===== src/rtl/ipl_pkg.sv =====
// Shared widths and source layout for the interrupt priority level evaluator.
// Assumes all levels fit in LVL_W bits and that external levels sit above
// every software level.
package ipl_pkg;
    localparam int REQ_W  = 32;
    localparam int LVL_W  = 5;
    localparam int SW_LO  = 4;
    localparam int SW_HI  = 18;
    localparam int SW_OFS = 3;
    localparam int EXT_LO = 20;
    localparam int EXT_HI = 30;
endpackage


===== src/rtl/ipl_range_encoder.sv =====
// Range-limited priority encoder.
// Passes only bits LO..HI of the request word and reports the level of the
// highest set bit, computed as its position minus OFS.
// Assumes LO <= HI < W and HI - OFS < 2**LVL_W.
module ipl_range_encoder #(
    parameter int W     = 32,
    parameter int LVL_W = 5,
    parameter int LO    = 4,
    parameter int HI    = 18,
    parameter int OFS   = 3
) (
    input  logic [W-1:0]     req,
    output logic [W-1:0]     pend,
    output logic             any,
    output logic [LVL_W-1:0] lvl
);
    // Keep only the bit positions that belong to this source range.
    for (genvar g = 0; g < W; g++) begin : g_mask
        if (g >= LO && g <= HI) begin : g_in
            assign pend[g] = req[g];
        end else begin : g_out
            assign pend[g] = 1'b0;
        end
    end

    // An ascending scan lets the highest set position win.
    always_comb begin
        lvl = '0;
        for (int i = LO; i <= HI; i++) begin
            if (pend[i]) lvl = LVL_W'(i - OFS);
        end
    end

    // Flags whether any valid bit in the range is pending.
    assign any = |pend;
endmodule


===== src/rtl/ipl_capture.sv =====
// Threshold compare and capture stage.
// On an evaluation cycle whose level is nonzero and above the threshold, this
// stage pulses trap for one cycle and latches the summary and the level.
// Assumes eval_en is high for at most the evaluation cycles.
module ipl_capture #(
    parameter int W     = 32,
    parameter int LVL_W = 5
) (
    input  logic             clk,
    input  logic             rst_n,
    input  logic             eval_en,
    input  logic [LVL_W-1:0] win_lvl,
    input  logic [LVL_W-1:0] thresh,
    input  logic [W-1:0]     pend_all,
    output logic             trap,
    output logic [W-1:0]     summary,
    output logic [LVL_W-1:0] int_id
);
    logic take;

    // Decides whether this cycle's evaluation produces a trap.
    assign take = eval_en && (win_lvl != '0) && (win_lvl > thresh);

    // Registers the trap pulse and captures summary and ID on a take.
    always_ff @(posedge clk) begin
        if (!rst_n) begin
            trap    <= 1'b0;
            summary <= '0;
            int_id  <= '0;
        end else begin
            trap <= take;
            if (take) begin
                summary <= pend_all;
                int_id  <= win_lvl;
            end
        end
    end

    AST_TRAP_ABOVE_THRESH: assert property (@(posedge clk) disable iff (!rst_n)
        trap |-> (int_id != '0 && int_id > $past(thresh)));
    AST_TRAP_NEEDS_EVAL: assert property (@(posedge clk) disable iff (!rst_n)
        trap |-> $past(eval_en));
    AST_HOLD_WHEN_IDLE: assert property (@(posedge clk) disable iff (!rst_n)
        !trap |-> ($stable(summary) && $stable(int_id)));
endmodule


===== src/rtl/ipl_evaluator.sv =====
// Interrupt priority level evaluator top.
// Merges the software and external request words into one level. An external
// source always outranks software. The level is evaluated once per arm strobe
// against the current threshold.
// Assumes the request inputs are synchronous to clk.
module ipl_evaluator
    import ipl_pkg::*;
(
    input  logic             clk,
    input  logic             rst_n,
    input  logic [REQ_W-1:0] sw_req,
    input  logic [REQ_W-1:0] ext_req,
    input  logic [LVL_W-1:0] ipl_thresh,
    input  logic             eval_arm,
    output logic             trap_req,
    output logic [REQ_W-1:0] pend_summary,
    output logic [LVL_W-1:0] win_id
);
    localparam int SW_LVL_MIN = SW_LO - SW_OFS;
    localparam int SW_LVL_MAX = SW_HI - SW_OFS;

    logic [REQ_W-1:0] sw_pend, ext_pend;
    logic             sw_any, ext_any;
    logic [LVL_W-1:0] sw_lvl, ext_lvl, win_lvl;
    logic             armed_q;

    ipl_range_encoder #(.W(REQ_W), .LVL_W(LVL_W), .LO(SW_LO), .HI(SW_HI), .OFS(SW_OFS))
        u_sw_enc (.req(sw_req), .pend(sw_pend), .any(sw_any), .lvl(sw_lvl));

    ipl_range_encoder #(.W(REQ_W), .LVL_W(LVL_W), .LO(EXT_LO), .HI(EXT_HI), .OFS(0))
        u_ext_enc (.req(ext_req), .pend(ext_pend), .any(ext_any), .lvl(ext_lvl));

    // Any pending external source overrides the software level.
    assign win_lvl = ext_any ? ext_lvl : sw_lvl;

    // One-shot arm: set by the strobe, consumed by the following evaluation.
    always_ff @(posedge clk) begin
        if (!rst_n) armed_q <= 1'b0;
        else        armed_q <= eval_arm;
    end

    ipl_capture #(.W(REQ_W), .LVL_W(LVL_W)) u_cap (
        .clk(clk), .rst_n(rst_n), .eval_en(armed_q), .win_lvl(win_lvl),
        .thresh(ipl_thresh), .pend_all(sw_pend | ext_pend),
        .trap(trap_req), .summary(pend_summary), .int_id(win_id)
    );

    AST_SW_LVL_RANGE: assert property (@(posedge clk) disable iff (!rst_n)
        sw_any |-> (int'(sw_lvl) >= SW_LVL_MIN && int'(sw_lvl) <= SW_LVL_MAX));
    AST_EXT_LVL_RANGE: assert property (@(posedge clk) disable iff (!rst_n)
        ext_any |-> (int'(ext_lvl) >= EXT_LO && int'(ext_lvl) <= EXT_HI));
    AST_EXT_OUTRANKS: assert property (@(posedge clk) disable iff (!rst_n)
        (trap_req && $past(ext_any)) |-> (win_id == $past(ext_lvl)));
    AST_TRAP_PULSE: assert property (@(posedge clk) disable iff (!rst_n)
        (trap_req && !$past(eval_arm)) |=> !trap_req);
endmodule


===== config.mk =====
export PLATFORM = sky130hd
export DESIGN_NAME = ipl_evaluator
export DESIGN_NICKNAME = d
export VERILOG_FILES = /design/src/rtl/ipl_pkg.sv /design/src/rtl/ipl_range_encoder.sv /design/src/rtl/ipl_capture.sv /design/src/rtl/ipl_evaluator.sv
export SDC_FILE = /design/constraint.sdc
export NUM_CORES = 1
export LEC_CHECK = 0
export ABC_CLOCK_PERIOD_IN_PS = 4900
export BUFFER_PORTS_ARGS = -buffer_cell sky130_fd_sc_hd__buf_2
export CORE_MARGIN = 5
export CORE_UTILIZATION = 46
export DETAILED_ROUTE_END_ITERATION = 8
export GPL_ROUTABILITY_DRIVEN = 0
export GPL_TIMING_DRIVEN = 0
export HOLD_SLACK_MARGIN = 0.03
export PLACE_DENSITY = 0.92
export SYNTH_ARGS = -nofsm -noshare
export SYNTH_HDL_FRONTEND = slang
export SYNTH_SLANG_ARGS = --single-unit

===== constraint.sdc =====
create_clock -name clk -period 4.9 [get_ports clk]
set_input_delay 0.49 -clock clk [delete_from_list [all_inputs] [get_ports clk]]
set_output_delay 0.49 -clock clk [all_outputs]
set_load 0.02 [all_outputs]

Yosys cells after proc, flatten, opt, wreduce, memory -nomap -nowiden
Index checks and enable logic that the tools add are counted.
{ "totals": {"reg_bits": 39, "in_bits": 72, "output_inout_bits": 38, "wordCells": 37} }
{ "op_classes": {"order_cmp": 1, "muxes": 27, "bitwise_logic": 1, "reduce_logical": 4} }
{ "op_table": {"columns": ["operator", "n"], "rows": [
  ["$mux W5", 12],
  ["$mux W4", 8],
  ["$or A19 B31 Y31", 1],
  ["$mux W3", 4],
  ["$reduce_or A11 Y1", 1],
  ["$gt A5 B5 Y1", 1],
  ["$reduce_bool A5 Y1", 1],
  ["$mux W2", 2],
  ["$logic_and A1 B1 Y1", 2],
  ["$mux W1", 1]
]} }

Logic depth before layout (Yosys ltp)
Gate-level depths: netlist (run 1).
{ "logic_depth": {"ltp_word": 19, "ltp_mapped": 13, "ltp_nobuf": 11} }

Modules after synthesis
From an unflattened synthesis (run 1), not the netlist that was laid out.
{ "unflattened": {"hier_cells": 336, "area_unflattened_um2": 2717.6} }
{ "by_module_without_submodules": {"columns": ["module", "n_inst", "cells_each", "area_each_um2", "seq_area_each_um2"], "rows": [
  ["ipl_capture", 1, 182, 1632.8, 760.7],
  ["ipl_range_encoder at u_sw_enc", 1, 63, 411.6, 0.0],
  ["ipl_range_encoder at u_ext_enc", 1, 52, 390.4, 0.0],
  ["ipl_evaluator", 1, 39, 282.8, 20.0]
]} }

Least setup slack after synthesis (run 1)
Ideal clock, no wire load.
{ "synth_path": {"path_type": "input to register", "from": "in sw_req[9]", "to": "reg u_cap.summary[10]", "setup_time_ns": 0.072, "arrival_time_ns": 2.839, "required_ns": 4.828, "path_slack_ns": 1.990, "cell_stages": 13, "path_buffers": 2, "path_cell_list": "nor3b_1 -> a2111oi_0 -> a2111oi_0 -> o31ai_1 -> ha_1 -> nand3b_1 -> a21oi_1 -> a211o_1 -> o211ai_4 -> a21oi_2 -> buf_6 -> buf_12 -> mux2i_1"} }
{ "synth_via": {"elab_chain_cells": 14, "elab_cells_between_ends": 15, "classes_between": "order compare: 1; mux: 11; reduce/logical: 3"} }
{ "synth_lines": {"columns": ["item", "line", "source"], "rows": [
  ["start: declaration", "ipl_evaluator.sv:11", "input logic [REQ_W-1:0] sw_req,"],
  ["$mux W3 * (2 in series)", "ipl_range_encoder.sv:30", "if (pend[i]) lvl = LVL_W'(i - OFS);"],
  ["$mux W4 * (8 in series)", "ipl_range_encoder.sv:30", null],
  ["$mux W5 *", "ipl_evaluator.sv:34", "assign win_lvl = ext_any ? ext_lvl : sw_lvl;"],
  ["branches (longest 2 deep; another with $gt A5 B5 Y1)", null, null],
  ["$logic_and A1 B1 Y1 *", "ipl_capture.sv:22", "assign take = eval_en && (win_lvl != '0) && (win_lvl > thresh);"],
  ["end signal: assignment", "ipl_capture.sv:33", "summary <= pend_all;"],
  ["end: declaration", "ipl_capture.sv:16", "output logic [W-1:0] summary,"]
]} }
Every way passes the cells marked *.
A chain may end at the register's enable or synchronous reset.

Worst setup path after layout (run 1)
{ "layout_path": {"from": "in sw_req[11]", "to": "reg u_cap.summary[14]"} }
{ "layout_via": {"elab_chain_cells": 12, "elab_cells_between_ends": 13, "classes_between": "order compare: 1; mux: 9; reduce/logical: 3"} }
{ "layout_lines": {"columns": ["item", "line"], "rows": [
  ["$mux W4 * (8 in series)", "ipl_range_encoder.sv:30"],
  ["$mux W5 *", "ipl_evaluator.sv:34"],
  ["branches (longest 2 deep; another with $gt A5 B5 Y1)", null],
  ["$logic_and A1 B1 Y1 *", "ipl_capture.sv:22"]
]} }
Marks and branches as above.

==> metrics.txt, run 1 <==
kind of cell adding the most delay to the critical path=compound AO/OA/AOI/OAI gates; fraction of final layout cells with drive strength greater than 1=0.3024; PD cells=262.5 nW/um^2; count of unresolved DRC violations after routing=0; number of global-route vias before repair=1655; Period Utilization, post-route=0.6578; element type at the critical path start=input pin; Clock Sinks=33; wire length of the first global-routing pass=7238 microns; Post-DRT Antenna Nets=0; final design instance area without fill=2297 sq um; DIE WIDTH=72.87 microns; critical path data required time=5.10 ns; # resized after CTS=0; portion of total power attributed to combinational logic=0.212; launch point of the worst hold path=eval_arm; FF-to-FF Start=armed_q; TritonCTS buffer count=5; max-cap check violation count=0; buffer count from post-CTS setup fixing=0; run status=completed; final count of pins violating max slew=0; Clock Pin Slew Worst Setup and Hold Paths=0.06 ns; cell total after placement=331; routed via count divided by cell count=5.115; buffers added on ports=64; synthesized instance count=214; worst min-delay path category=input pin to flop; height of the chip=72.87 microns; Worst Path Buf+Inv=3; chain of cells forming the critical path=buf_2 > nor3b_1 > a2111oi_0 > a2111oi_0 > o31ai_1 > ha_1 > nand3b_1 > a21oi_1 > a211o_1 > o211ai_4 > a21oi_2 > buf_6 > buf_12 > mux2i_1; detailed-router iteration count before antenna repair=4; largest fanout on the critical path=10; async set-reset flop share out of synthesis=0; critical path startpoint=sw_req[11]; Clk Latency, worst-skew pair=0.27 ns; final core occ=0.6136; post-synthesis cell area=1818 sq um; core outline area=3744 sq um; Crit path largest cell delay=0.77 ns; overall routing resource usage=0.1724; fill count=328; Post-DP HPWL=3449 microns; DR WL/cell=12.74 microns; number of antenna violations at the first check in global routing=0; overall die area=5309 sq um; hold_ws=0.4330 ns; capturing element type of the critical path=flop; Layout area overhead=26.36%; FMAX=310.2 MHz; H-tree depth=2; number of antenna cells inserted=0; TritonCTS clock tree=built; Sw Share=0.2801; aggregate negative setup slack=0 ns; post-detailed-placement cell area=2217 sq um; Iteration-0 DRC Markers=97; Routed WL=4320 microns; register area share after synthesis=0.3634; clock buffer depth=2; Clk pwr share=0.310; number of synthesized flops with an enable pin=0; endpoints failing hold=0; transition time at the pin with the least slew margin=0.8087 ns; number of synthesized register bits=33; net switching component of the power=0.0001689 W; total of endpoints with negative setup slack in the final report=0; Post-Syn Area per Cell=8.495 sq um; fin cells=339; cell repeated most along the worst path=sky130_fd_sc_hd__a2111oi_0; relative max-transition margin=0.4469; number of core rows=22; share of power burned in registers=0.479; hold buffers post-CTS=0; leakage power figure=1.065 nW; RSZ-0062 raised after global routing=no; pin count of the biggest net entering global routing=11; cell type of the slowest stage on the worst timing path=sky130_fd_sc_hd__a2111oi_0; path type of the worst setup path=input pin to flop; Min Clock Period, post-route=3.223 ns; flip-flop cell with the highest count after synthesis=sky130_fd_sc_hd__dfxtp_1; maximum VDD drop=0.1769 mV; starting utilization of the core area=0.4856; total number of nets in the final design=367; vias post-DR=1734; total congestion overflow after global routing=0; synthesis warning total=0; worst setup skew after layout=0.003636 ns; I/O pin total=110; number of distinct library cells after synthesis=45; master cell of the clock root buffer=sky130_fd_sc_hd__clkbuf_8; internal power=0.0004341 W; WP data arrival=3.42 ns
==> power by group through the flow <==
| stage | Sequential (W) | Clock [W] | Combinational (W) |
|---|---|---|---|
| 6_report | 0.000289 | 0.000187 | 0.000128 |
| 5_1_grt | 0.000290 | 0.000202 | 0.000141 |
| 4_1_cts | 0.000289 | 0.000192 | 0.000128 |
| 3_5_place_dp | 0.000294 | 0 | 0.000128 |
| 3_3_place_gp | 0.000294 | 0 | 0.000125 |
| 2_1_floorplan | 0.000310 | 0 | 0.0000656 |
==> routing by layer <==
metal  track usage  part of all wire  up-vias
li1              -                 -      877
met1        0.2163              0.45      779
met2        0.2776              0.46       70
met3       0.04821             0.081        8
met4       0.06967             0.017        0
met5             0                 0        -
==> metrics by stage <==
stage	power [W]	setup WS, ns
after floorplan	0.0003760	1.990
after global placement	0.0004191	1.529
after detailed placement	0.0004219	1.487
after CTS	0.0006084	1.724
after global routing	0.0006337	1.335
final	0.0006030	1.677
==> kinds of logic (layout without fill, tap and decap cells) <==
logic type,count (synthesis),in the layout,synth area share
other cells,1,6,0.002063
compound gates,32,32,0.1377
simple gates,91,91,0.2278
mux,27,27,0.1487
fa+ha+maj,5,5,0.03441
flops,33,33,0.3634
buf+inv,25,97,0.08603
==> cell usage after synthesis, types with 2 or more instances <==
cell / n / area (sq um)
sky130_fd_sc_hd__buf_4: 6 / 45.04
sky130_fd_sc_hd__buf_12: 2 / 40.04
sky130_fd_sc_hd__nor3_1: 2 / 10.01
sky130_fd_sc_hd__nand2b_1: 2 / 12.51
sky130_fd_sc_hd__a21oi_1: 6 / 30.03
sky130_fd_sc_hd__a21oi_2: 2 / 17.52
sky130_fd_sc_hd__nor2b_1: 2 / 12.51
sky130_fd_sc_hd__nor4_2: 2 / 25.02
sky130_fd_sc_hd__nor4_1: 2 / 12.51
sky130_fd_sc_hd__dfxtp_1: 33 / 660.6
sky130_fd_sc_hd__clkbuf_1: 5 / 18.77
sky130_fd_sc_hd__ha_1: 5 / 62.56
sky130_fd_sc_hd__mux2i_1: 27 / 270.3
sky130_fd_sc_hd__inv_1: 10 / 37.54
sky130_fd_sc_hd__nor2_1: 9 / 33.78
sky130_fd_sc_hd__o21ai_1: 2 / 10.01
sky130_fd_sc_hd__nand2_1: 61 / 229.0
sky130_fd_sc_hd__a211oi_1: 3 / 22.52
sky130_fd_sc_hd__nand3_1: 4 / 20.02
sky130_fd_sc_hd__o31ai_1: 3 / 22.52
sky130_fd_sc_hd__a2111oi_0: 2 / 17.52
==> sequential cells by signal, indices dropped and copies added, names as in the netlist <==
signal / cells
u_cap.summary: 26
u_cap.trap: 1
u_cap.int_id: 5
armed_q: 1
==> worst paths after layout <==
check	slack [ns]	depth (start not counted)	endpoint
worst min-delay path	0.43	2	armed_q
worst min register to register	0.45	2	u_cap.summary[21]
worst max register to register	3.64	5	u_cap.summary[14]
worst max-delay path	1.68	14	u_cap.summary[14]
==> cells in the final DEF, fill, tap and decap left out, types with 3 or more instances in the layout <==
cell and count:
sky130_fd_sc_hd__mux2i_1 27, sky130_fd_sc_hd__buf_4 6, sky130_fd_sc_hd__a211oi_1 3, sky130_fd_sc_hd__clkbuf_1 8, sky130_fd_sc_hd__a21oi_1 6, sky130_fd_sc_hd__dfxtp_1 33, sky130_fd_sc_hd__ha_1 5, sky130_fd_sc_hd__o31ai_1 3
sky130_fd_sc_hd__nand2_1 61, sky130_fd_sc_hd__inv_1 10, sky130_fd_sc_hd__clkbuf_8 5, sky130_fd_sc_hd__nor2_1 9, sky130_fd_sc_hd__conb_1 6, sky130_fd_sc_hd__nand3_1 4, sky130_fd_sc_hd__buf_2 64
==> cell type report <==
| type | count | area [sq um] | area share |
|---|---|---|---|
| flip-flops and latches | 33 | 660.6 | 0.2876 |
| repair buffers | 64 | 320.3 | 0.1394 |
| well taps | 48 | 60.06 | 0.02614 |
| clock buffers | 8 | 80.08 | 0.03486 |
| multi-input cells | 161 | 1020 | 0.4439 |
| inverters | 10 | 37.54 | 0.01634 |
| plain buffers | 15 | 118.9 | 0.05174 |
(Power assumes the default switching activity.)
==> run 2: changes to the inputs <==
- ABC_CLOCK_PERIOD_IN_PS: 4900 -> 2700
- CORE_UTILIZATION: 46 -> 39
- PLACE_DENSITY: 0.92 -> 0.83
- clock period: 4.9 -> 2.7 ns (I/O delays scaled with it)
==> metrics.txt, run 2 (synthesis gave the netlist of run 1 again) <==
net switching component of the power=0.0003345 W (+98%); worst setup skew after layout=0.006848 ns (+0.003212 ns); worst reg2reg path depth=5 (unchanged); maximum VDD drop=0.3102 mV (+75%); cell total after placement=335 (+1.2%); Clk Latency, worst-skew pair=0.27 ns (about the same); H-tree depth=2 (unchanged); post-detailed-placement cell area=2222 sq um (+0.23%); register containing the most flip-flops in the final layout=u_cap.summary; TritonCTS buffer count=5 (unchanged); number of antenna violations at the first check in global routing=0 (unchanged); total number of nets in the final design=375 (+2.2%); capturing element type of the critical path=flop; total of endpoints with negative setup slack in the final report=0 (unchanged); number of antenna cells inserted=0 (unchanged); internal power=0.0008463 W (+95%); fill count=397 (+21%); height of the chip=78.28 microns (+7.4%); largest fanout on the critical path=10 (unchanged); element type at the critical path start=input pin; path type of the worst setup path=input pin to flop; Critical R2R Capture=u_cap.summary[21]; number of core rows=24 (+9.1%); FMAX=388.1 MHz; fraction of final layout cells with drive strength greater than 1=0.3579 (+0.05545); Worst Hold Endpoint=armed_q; I/O pin total=110 (unchanged); clock buffer depth=2 (unchanged); Min Clock Period, post-route=2.577 ns; Post-DRT Antenna Nets=0 (unchanged); Iteration-0 DRC Markers=97 (unchanged); total congestion overflow after global routing=0 (unchanged); DR WL/cell=13.51 microns (+6.0%); leading cell type in the layout, fill and taps excluded=sky130_fd_sc_hd__buf_2; transition time at the pin with the least slew margin=0.5489 ns (-0.2598 ns); Clk pwr share=0.342 (+0.032); Sw Share=0.2833 (+0.003193); core outline area=4444 sq um (+19%); critical path data required time=2.86 ns (-2.24 ns); Clock Sinks=33 (unchanged); launch point of the worst hold path=eval_arm; wire length of the first global-routing pass=7914 microns (+9.3%); Reg2Reg Setup Slack=1.49 ns (-2.15 ns); worst min-delay path category=input pin to flop; number of global-route vias before repair=1728 (+4.4%); WP data arrival=2.73 ns (-0.69 ns); most frequent cells in the layout=64 x sky130_fd_sc_hd__buf_2, 61 x sky130_fd_sc_hd__nand2_1, 33 x sky130_fd_sc_hd__dfxtp_1; Layout area overhead=35.58%; Routed WL=4742 microns (+9.8%); pin count of the biggest net entering global routing=11 (unchanged); master cell of the clock root buffer=sky130_fd_sc_hd__clkbuf_8; fin cells=351 (+3.5%); buffers added on ports=64 (unchanged); starting utilization of the core area=0.4091 (-0.07656); Post-DP HPWL=3697 microns (+7.2%); DIE WIDTH=78.28 microns (+7.4%); FF-to-FF Start=armed_q; worst hold path cell count=2 (unchanged); number of flip-flops in the largest register=26 (unchanged); final design instance area without fill=2465 sq um (+7.3%); run status=completed; count of unresolved DRC violations after routing=0 (unchanged); detailed-router iteration count before antenna repair=4 (unchanged); leakage power figure=1.142 nW (+7.3%); relative max-transition margin=0.6309 (+0.1840); hold buffers post-CTS=0 (unchanged); Clock Pin Slew Worst Setup and Hold Paths=0.07 ns (about the same); vias post-DR=1774 (+2.3%); endpoints failing hold=0 (unchanged); max-cap check violation count=0 (unchanged); TritonCTS clock tree=built; largest registers=u_cap.summary (26), u_cap.int_id (5); portion of total power attributed to combinational logic=0.215 (+0.003); final count of pins violating max slew=0 (unchanged); routed via count divided by cell count=5.054 (-1.2%); overall routing resource usage=0.1565 (-0.01583); overall die area=6127 sq um (+15%); Design Power=0.001181 W (+96%); Period Utilization, post-route=0.9544; PD cells=479.0 nW/um^2 (+82%); share of power burned in registers=0.443 (-0.036)
run 2: layout make-up:
class	count	area [sq um]	share of cell area
multi-input combinational	161	1089	0.4416
sequential	33	660.6	0.2680
timing repair buffer	72	392.9	0.1594
buffer	15	118.9	0.04822
clock buffer	7	96.34	0.03909
tap	52	65.06	0.02640
inverter	10	37.54	0.01523
clock inverter	1	5.005	0.002030
run 2: power groups by stage:
stage / sequential (W) / clock, W / combinational (W)
6_report: 0.000523 / 0.000404 / 0.000253
5_1_grt: 0.000526 / 0.000433 / 0.000276
4_1_cts: 0.000523 / 0.000416 / 0.000241
3_5_place_dp: 0.000534 / 0 / 0.000233
3_3_place_gp: 0.000534 / 0 / 0.000229
2_1_floorplan: 0.000563 / 0 / 0.000119
run 2: repair_timing:
action | in CTS | in global routing
resized for setup | 8 | 5
pin swaps | 1 | 5
gates cloned | 0 | 0
setup endpoints to repair | 28 | 28
setup buffers | 0 | 8
run 2: per-stage QoR:
stage | setup TNS [ns] | util | worst slack, ns | hold slack, ns
after global routing | -0.01476 | 0.5546 | -0.01476 | 0.2032
final | 0 | 0.5546 | 0.1231 | 0.1978
after global placement | -12.35 | 0.5000 | -0.4834 | 0.4417
after detailed placement | -13.68 | 0.5000 | -0.5506 | 0.4457
after floorplan | 0 | - | 0.009852 | 0.3973
after CTS | 0 | 0.5321 | 0.005568 | 0.1948
run 2: how the worst max path moves through the flow:
stage	startpoint	end	slack, ns
global route	ext_req[23]	u_cap.summary[21]	-0.01
finish	sw_req[11]	u_cap.summary[21]	0.12
floorplan	sw_req[9]	u_cap.summary[10]	0.01
CTS	sw_req[11]	u_cap.summary[29]	0.006
global placement	sw_req[9]	u_cap.summary[21]	-0.48
detailed placement	sw_req[9]	u_cap.summary[29]	-0.55
run 2: routing by layer:
layer | GRT usage | wire [microns] | share of wire | vias to the layer above
met4 | 0.03671 | 49 | 0.010 | 0
li1 | - | - | - | 891
met2 | 0.2654 | 2245 | 0.47 | 61
met1 | 0.1950 | 2058 | 0.43 | 815
met3 | 0.04805 | 388 | 0.082 | 7
met5 | 0 | 0 | 0 | -
run 2: critical path: stages:
cell	delay (ns)
sky130_fd_sc_hd__buf_2	0.14
sky130_fd_sc_hd__or4_4	0.56
sky130_fd_sc_hd__o2111ai_2	0.20
sky130_fd_sc_hd__nand2_1	0.07
sky130_fd_sc_hd__nand2_1	0.11
sky130_fd_sc_hd__ha_1	0.27
sky130_fd_sc_hd__a21oi_1	0.16
sky130_fd_sc_hd__a21oi_1	0.08
sky130_fd_sc_hd__a211o_1	0.27
sky130_fd_sc_hd__o211ai_4	0.12
sky130_fd_sc_hd__a21oi_2	0.06
sky130_fd_sc_hd__buf_6	0.15
sky130_fd_sc_hd__buf_12	0.15
sky130_fd_sc_hd__mux2i_1	0.12
